### config.mk
export PLATFORM = sky130hd
export DESIGN_NAME = spi_upload_capture
export DESIGN_NICKNAME = d
export VERILOG_FILES = /design/src/rtl/upl_pkg.sv /design/src/rtl/upl_ctrl.sv /design/src/rtl/upl_data.sv /design/src/rtl/spi_upload_capture.sv
export SDC_FILE = /design/constraint.sdc
export NUM_CORES = 1
export LEC_CHECK = 0
export BUFFER_PORTS_ARGS = -buffer_cell sky130_fd_sc_hd__buf_2
export CORE_ASPECT_RATIO = 0.8
export CORE_MARGIN = 10
export CORE_UTILIZATION = 45
export DETAILED_ROUTE_END_ITERATION = 8
export MAX_ROUTING_LAYER = met4
export SLEW_MARGIN = 40
export SYNTH_ARGS = -nofsm -noshare
export SYNTH_HDL_FRONTEND = slang
export SYNTH_HIERARCHICAL = 1
export SYNTH_SLANG_ARGS = --single-unit
export TNS_END_PERCENT = 50
### constraint.sdc
create_clock -name clk -period 6 [get_ports clk]
set_input_delay 0.6 -clock clk [delete_from_list [all_inputs] [get_ports clk]]
set_output_delay 0.6 -clock clk [all_outputs]
set_load 0.01 [all_outputs]
### src/rtl/upl_pkg.sv
package upl_pkg;
  localparam int ADDR_W = 32;
  localparam logic [7:0] OP_CHIP_ERASE = 8'hC7;
  localparam logic [7:0] OP_SECT_ERASE = 8'h20;
  localparam logic [7:0] OP_WRSR1 = 8'h01;
  localparam logic [7:0] OP_WRSR2 = 8'h31;
  localparam logic [7:0] OP_WRSR3 = 8'h11;

  typedef enum logic [2:0] {PH_IDLE, PH_OPC, PH_ADDR, PH_DATA, PH_SKIP} phase_e;

  typedef struct packed {
    logic shiftBit;
    logic txnStart;
    logic opLoad;
    logic addrLoad;
    logic dataInc;
    logic commit;
  } upl_strobe_t;

  function automatic logic isUpload(input logic [7:0] op);
    return op == OP_CHIP_ERASE || op == OP_SECT_ERASE ||
           op == OP_WRSR1 || op == OP_WRSR2 || op == OP_WRSR3;
  endfunction
endpackage

### src/rtl/upl_ctrl.sv
module upl_ctrl
  import upl_pkg::*;
(
  input  logic        clk,
  input  logic        rstN,
  input  logic        spiCsN,
  input  logic        spiSclk,
  input  logic        addr4bMode,
  input  logic        regClear,
  input  logic        pendingQ,
  input  logic [7:0]  nextByte,
  output upl_strobe_t stb
);
  logic sclkQ, csQ;
  logic [2:0] bitCnt;
  logic [2:0] addrLeft;
  phase_e phase;

  logic sclkRise, csFall, csRise, byteDone;
  assign sclkRise = spiSclk & ~sclkQ & ~spiCsN;
  assign csFall   = csQ & ~spiCsN;
  assign csRise   = ~csQ & spiCsN;
  assign byteDone = sclkRise && (bitCnt == 3'd7);

  always_comb begin
    stb.shiftBit = sclkRise;
    stb.txnStart = csFall;
    stb.opLoad   = byteDone && phase == PH_OPC && isUpload(nextByte);
    stb.addrLoad = byteDone && phase == PH_ADDR;
    stb.dataInc  = byteDone && phase == PH_DATA;
    stb.commit   = csRise && phase == PH_DATA && (!pendingQ || regClear);
  end

  always_ff @(posedge clk or negedge rstN) begin
    if (!rstN) begin
      sclkQ    <= 1'b0;
      csQ      <= 1'b1;
      bitCnt   <= '0;
      addrLeft <= '0;
      phase    <= PH_IDLE;
    end else begin
      sclkQ <= spiSclk;
      csQ   <= spiCsN;
      if (csFall) begin
        bitCnt <= '0;
        phase  <= PH_OPC;
      end else if (csRise) begin
        phase <= PH_IDLE;
      end else if (sclkRise) begin
        bitCnt <= bitCnt + 3'd1;
        if (byteDone) begin
          unique case (phase)
            PH_OPC: begin
              if (!isUpload(nextByte)) phase <= PH_SKIP;
              else if (nextByte == OP_SECT_ERASE) begin
                phase    <= PH_ADDR;
                addrLeft <= addr4bMode ? 3'd4 : 3'd3;
              end else phase <= PH_DATA;
            end
            PH_ADDR: begin
              addrLeft <= addrLeft - 3'd1;
              if (addrLeft == 3'd1) phase <= PH_DATA;
            end
            default: ;
          endcase
        end
      end
    end
  end
endmodule

### src/rtl/upl_data.sv
module upl_data
  import upl_pkg::*;
#(
  parameter int LEN_W = 8
) (
  input  logic              clk,
  input  logic              rstN,
  input  logic              spiMosi,
  input  logic              addr4bMode,
  input  logic              regClear,
  input  upl_strobe_t       stb,
  output logic [7:0]        nextByte,
  output logic              pendingQ,
  output logic [7:0]        recOpcode,
  output logic              recHasAddr,
  output logic              recAddr4b,
  output logic [ADDR_W-1:0] recAddr,
  output logic [LEN_W-1:0]  recDataLen
);
  localparam logic [LEN_W-1:0] LEN_MAX = '1;

  logic [7:0]        rxShift;
  logic [7:0]        wOpcode;
  logic              wHasAddr, wAddr4b;
  logic [ADDR_W-1:0] wAddr;
  logic [LEN_W-1:0]  wLen;

  assign nextByte = {rxShift[6:0], spiMosi};

  always_ff @(posedge clk or negedge rstN) begin
    if (!rstN) begin
      rxShift  <= '0;
      wOpcode  <= '0;
      wHasAddr <= 1'b0;
      wAddr4b  <= 1'b0;
      wAddr    <= '0;
      wLen     <= '0;
    end else begin
      if (stb.shiftBit) rxShift <= nextByte;
      if (stb.txnStart) begin
        wOpcode  <= '0;
        wHasAddr <= 1'b0;
        wAddr4b  <= 1'b0;
        wAddr    <= '0;
        wLen     <= '0;
      end else begin
        if (stb.opLoad) begin
          wOpcode  <= nextByte;
          wHasAddr <= (nextByte == OP_SECT_ERASE);
          wAddr4b  <= (nextByte == OP_SECT_ERASE) && addr4bMode;
        end
        if (stb.addrLoad) wAddr <= {wAddr[ADDR_W-9:0], nextByte};
        if (stb.dataInc && wLen != LEN_MAX) wLen <= wLen + 1'b1;
      end
    end
  end

  always_ff @(posedge clk or negedge rstN) begin
    if (!rstN) begin
      pendingQ   <= 1'b0;
      recOpcode  <= '0;
      recHasAddr <= 1'b0;
      recAddr4b  <= 1'b0;
      recAddr    <= '0;
      recDataLen <= '0;
    end else if (stb.commit) begin
      pendingQ   <= 1'b1;
      recOpcode  <= wOpcode;
      recHasAddr <= wHasAddr;
      recAddr4b  <= wAddr4b;
      recAddr    <= wAddr;
      recDataLen <= wLen;
    end else if (regClear) begin
      pendingQ <= 1'b0;
    end
  end
endmodule

### src/rtl/spi_upload_capture.sv
module spi_upload_capture
  import upl_pkg::*;
#(
  parameter int LEN_W = 8
) (
  input  logic              clk,
  input  logic              rstN,
  input  logic              spiCsN,
  input  logic              spiSclk,
  input  logic              spiMosi,
  input  logic              addr4bMode,
  input  logic              regClear,
  output logic              pending,
  output logic [7:0]        recOpcode,
  output logic              recHasAddr,
  output logic              recAddr4b,
  output logic [ADDR_W-1:0] recAddr,
  output logic [LEN_W-1:0]  recDataLen
);
  upl_strobe_t stb;
  logic [7:0]  nextByte;

  upl_ctrl u_ctrl (
    .clk(clk), .rstN(rstN), .spiCsN(spiCsN), .spiSclk(spiSclk),
    .addr4bMode(addr4bMode), .regClear(regClear), .pendingQ(pending),
    .nextByte(nextByte), .stb(stb)
  );

  upl_data #(.LEN_W(LEN_W)) u_data (
    .clk(clk), .rstN(rstN), .spiMosi(spiMosi), .addr4bMode(addr4bMode),
    .regClear(regClear), .stb(stb), .nextByte(nextByte), .pendingQ(pending),
    .recOpcode(recOpcode), .recHasAddr(recHasAddr), .recAddr4b(recAddr4b),
    .recAddr(recAddr), .recDataLen(recDataLen)
  );
endmodule

==> out/qor.yml <==
placed_design:
  gp_congestion: 0.812
  placed_area_um2: 5520
  io_buffers: 57
  post-dp-hpwl_um: 6570
critical_path:
  endpoint_kind: "register"
  worstSetupStartpointType: "register"
  setup.worst_path.start: "u_data/rxShift[1]"
  cp.arrival_ns: 3.00
  rr_endpoint: "u_data/wAddr4b"
  r2r_slack_ns: 3.33
  crit_fanout: 10
  crit_path_end: "u_data/wAddr4b"
  r2r-start: "u_data/rxShift[1]"
  critPathKind: "register to register"
  worstPathRequired_ns: 6.33
  reg2reg_depth: 6
final_layout:
  syn2layout_area_growth_pct: 19.7
  drive_gt1_share_pct: 33.7
  diodes: 0
  final_area_um2: 6130
  final_nets: 471
  fill_cells: 933
yosys:
  yosysWarningCount: 6
  synth-seq-cells: 119
  avgSynthCellArea_um2: 12.9
  netlist.area_leader.share_pct: 57.7
  synthDistinctLibCells: 55
  synth_top_cell_by_area: "dfrtp_1"
  syn_inst: 398
  mappedNetlistArea_um2: 5120
  async_flop_share_pct: 100
  synth_area_leaders: "dfrtp_1 (58%), mux2_2 (13%), mux2i_1 (8.2%)"
  ys.flop_type: "dfrtp_1"
  seq_area_frac_synth_pct: 58.2
  mappedNetlistNets: 413
  synth_edf_count: 0
detailed_routing:
  wl_um: 10200
  drc: 0
  firstDrtPassIters: 4
  vias_per_cell: 5.21
  via_count: 3194
  routedWlPerCell_um: 16.6
  final_antenna_net_count: 0
  initialDrtViolationCount: 237
die:
  die_h_um: 115
  num_io_pins: 58
  start_util_pct: 46.6
  rows: 34
  die_area_um2: 16100
  die_w_um: 139
  core_um2: 11000
timing:
  hold_viol_final: 0
  period_share_pct: 44.4
  worst_pin_slew_ns: 0.715
  finalMaxSlewViolations: 0
  setup_viol: 0
  finClkSkew_ns: 0.00809
  tns_ns: 0
  slew-limit-headroom_pct: 52.2
  finalCriticalPeriod_ns: 2.67
  rsz0062_at_grt: "no"
  max_freq_ghz: 0.375
flow_run:
  cap_viol_max_count: 0
pwr:
  p_per_area_nw_per_um2: 338
  swShare_pct: 23.2
  p_seq_share_pct: 43.6
  p_clk_share_pct: 49.2
  p_switching_mw: 0.482
  p_int_mw: 1.59
  peakVddDrop_mv: 0.218
  combPwrFrac_pct: 7.2
  leakagePower_nw: 3.03
grt:
  gr-usage-met2_pct: 19.7
  gr-usage-all-layers_pct: 13.8
  grt_pass1_vias: 3339
  met3_usage_pct: 4.12
  antenna_found_initial: 0
  grt_first_pass_wirelength_um: 17500
  grt-busiest-layer: "met2"
  gr-total-overflow: 0
  grt_max_degree: 65
  met1_usage_pct: 18.1
clocking:
  numCtsBuffers: 17
  cts_root_buffer: "clkbuf_16"
  htreeDepth: 4
  hold_buffers: 0
  cts-resized-gates: 0
  cts_sinks: 119
  cts_buffer_depth: 2
  worstSkewPairLatency_ns: 0.40
  clkSlewWorstSetupHoldPaths_ns: 0.05
  cts_tree: "done"
  post_cts_buffers: 0
worst_hold_path:
  hp-class: "primary input to asynchronous set/reset pin"
status:
  status: "complete, no violations"
[metrics by stage]
stage | hold WS, ns | utilization (%) | cells | power, mW | setup slack, ns
6_report | 0.254 | 55.8 | 613 | 2.07 | 3.33
5_1_grt | 0.299 | 55.8 | 613 | 2.16 | 3.23
4_1_cts | 0.270 | 55.8 | 613 | 2.10 | 3.43
3_5_place_dp | 0.490 | 50.3 | 581 | 1.06 | 3.19
3_3_place_gp | 0.484 | 50.2 | 581 | 1.06 | 3.21
2_1_floorplan | 0.304 | - | 398 | 1.00 | 3.68
[how the worst min path moves through the flow]
stage | start | endpoint | cells after the start
floorplan | rstN | u_ctrl/addrLeft[0] | 0
global placement | u_data/recAddr[21] | u_data/recAddr[21] | 1
detailed placement | u_data/recAddr[27] | u_data/recAddr[27] | 1
CTS | rstN | u_data/wLen[4] | 1
global route | rstN | u_data/recAddr[10] | 1
finish | rstN | u_data/wAddr[26] | 1
[cell usage after synthesis, types with 2 or more instances]
| cell | n |
|---|---|
| o21ai_1 | 4 |
| nand2b_1 | 4 |
| nor2_1 | 46 |
| mux2_2 | 57 |
| a22oi_1 | 4 |
| nand4_1 | 2 |
| nor2b_1 | 5 |
| mux2i_1 | 42 |
| dfrtp_1 | 118 |
| nor3_1 | 6 |
| a31oi_1 | 2 |
| a21o_1 | 2 |
| o31ai_1 | 4 |
| buf_4 | 3 |
| buf_6 | 2 |
| nand3_1 | 4 |
| clkbuf_1 | 8 |
| nor4b_1 | 2 |
| and3_1 | 3 |
| nor4_1 | 3 |
| ha_1 | 8 |
| a211oi_1 | 3 |
| inv_1 | 10 |
| a21oi_1 | 7 |
| a2111oi_0 | 2 |
| and4_1 | 3 |
| mux2_1 | 2 |
| buf_2 | 8 |
| nand2_1 | 8 |
[registers in the layout, indices dropped and copies added (netlist names), 3 cells and up]
register           cells
u_ctrl/addrLeft        3
u_data/recDataLen      8
u_ctrl/phase           3
u_data/recOpcode       8
u_data/wLen            8
u_data/rxShift         7
u_data/wAddr          32
u_data/wOpcode         8
u_ctrl/bitCnt          3
u_data/recAddr        32
[critical path, cell delays in order (launching register included)]
cell      delay, ns
dfrtp_1        0.46
nor4_1         0.60
and4_1         0.30
nor2_1         0.08
a211oi_4       0.67
and4b_1        0.33
a22o_1         0.16
[routing by layer]
layer,part of all wire (%),vias up
li1,-,1530
met1,51,1592
met2,44,63
met3,4.0,9
met4,0.90,0
met5,0,-
[power by group through the flow]
stage | registers (mW) | clock network (mW) | logic, mW
3_5_place_dp | 0.916 | 0 | 0.149
5_1_grt | 0.912 | 1.09 | 0.165
6_report | 0.903 | 1.02 | 0.149
2_1_floorplan | 0.893 | 0 | 0.108
4_1_cts | 0.902 | 1.05 | 0.150
3_3_place_gp | 0.913 | 0 | 0.144
[cell families after synthesis]
logic type               after synthesis  synth area share [%]
AND/OR/NAND/NOR                       99                  9.95
AO/OA/AOI/OAI                         36                  4.96
multiplexers                         102                  21.5
flip-flops                           119                  58.2
XOR/XNOR                               1                 0.171
buffers and inverters                 33                  3.23
adder cells (fa/ha/maj)                8                  1.96
[final cells by class]
cell class | count | area (µm²) | share of cell area (%)
inverter | 11 | 46.3 | 0.756
multi-input combinational | 246 | 2000 | 32.6
clock inverter | 9 | 123 | 2.00
tap | 144 | 180 | 2.94
timing repair buffer | 61 | 322 | 5.25
clock buffer | 23 | 478 | 7.80
sequential | 119 | 2980 | 48.6
[cells in the final DEF, fill, tap and decap left out, types with 3 or more instances in the layout]
cell       count
buf_4          4
clkbuf_8       3
nand3_1        4
nand2b_1       4
clkinv_2       5
clkbuf_16     17
o21ai_1        4
a21oi_1        7
nor2b_1        5
clkbuf_1       3
bufinv_16      3
mux2i_1       42
ha_1           7
dfrtp_1      118
nor4_1         3
nor3_1         6
o31ai_1        4
nand2_1        8
a22oi_1        4
nor2_1        46
and4_1         3
inv_1         10
mux2_2        57
buf_2         56
Power figures use the tool's default switching activity.
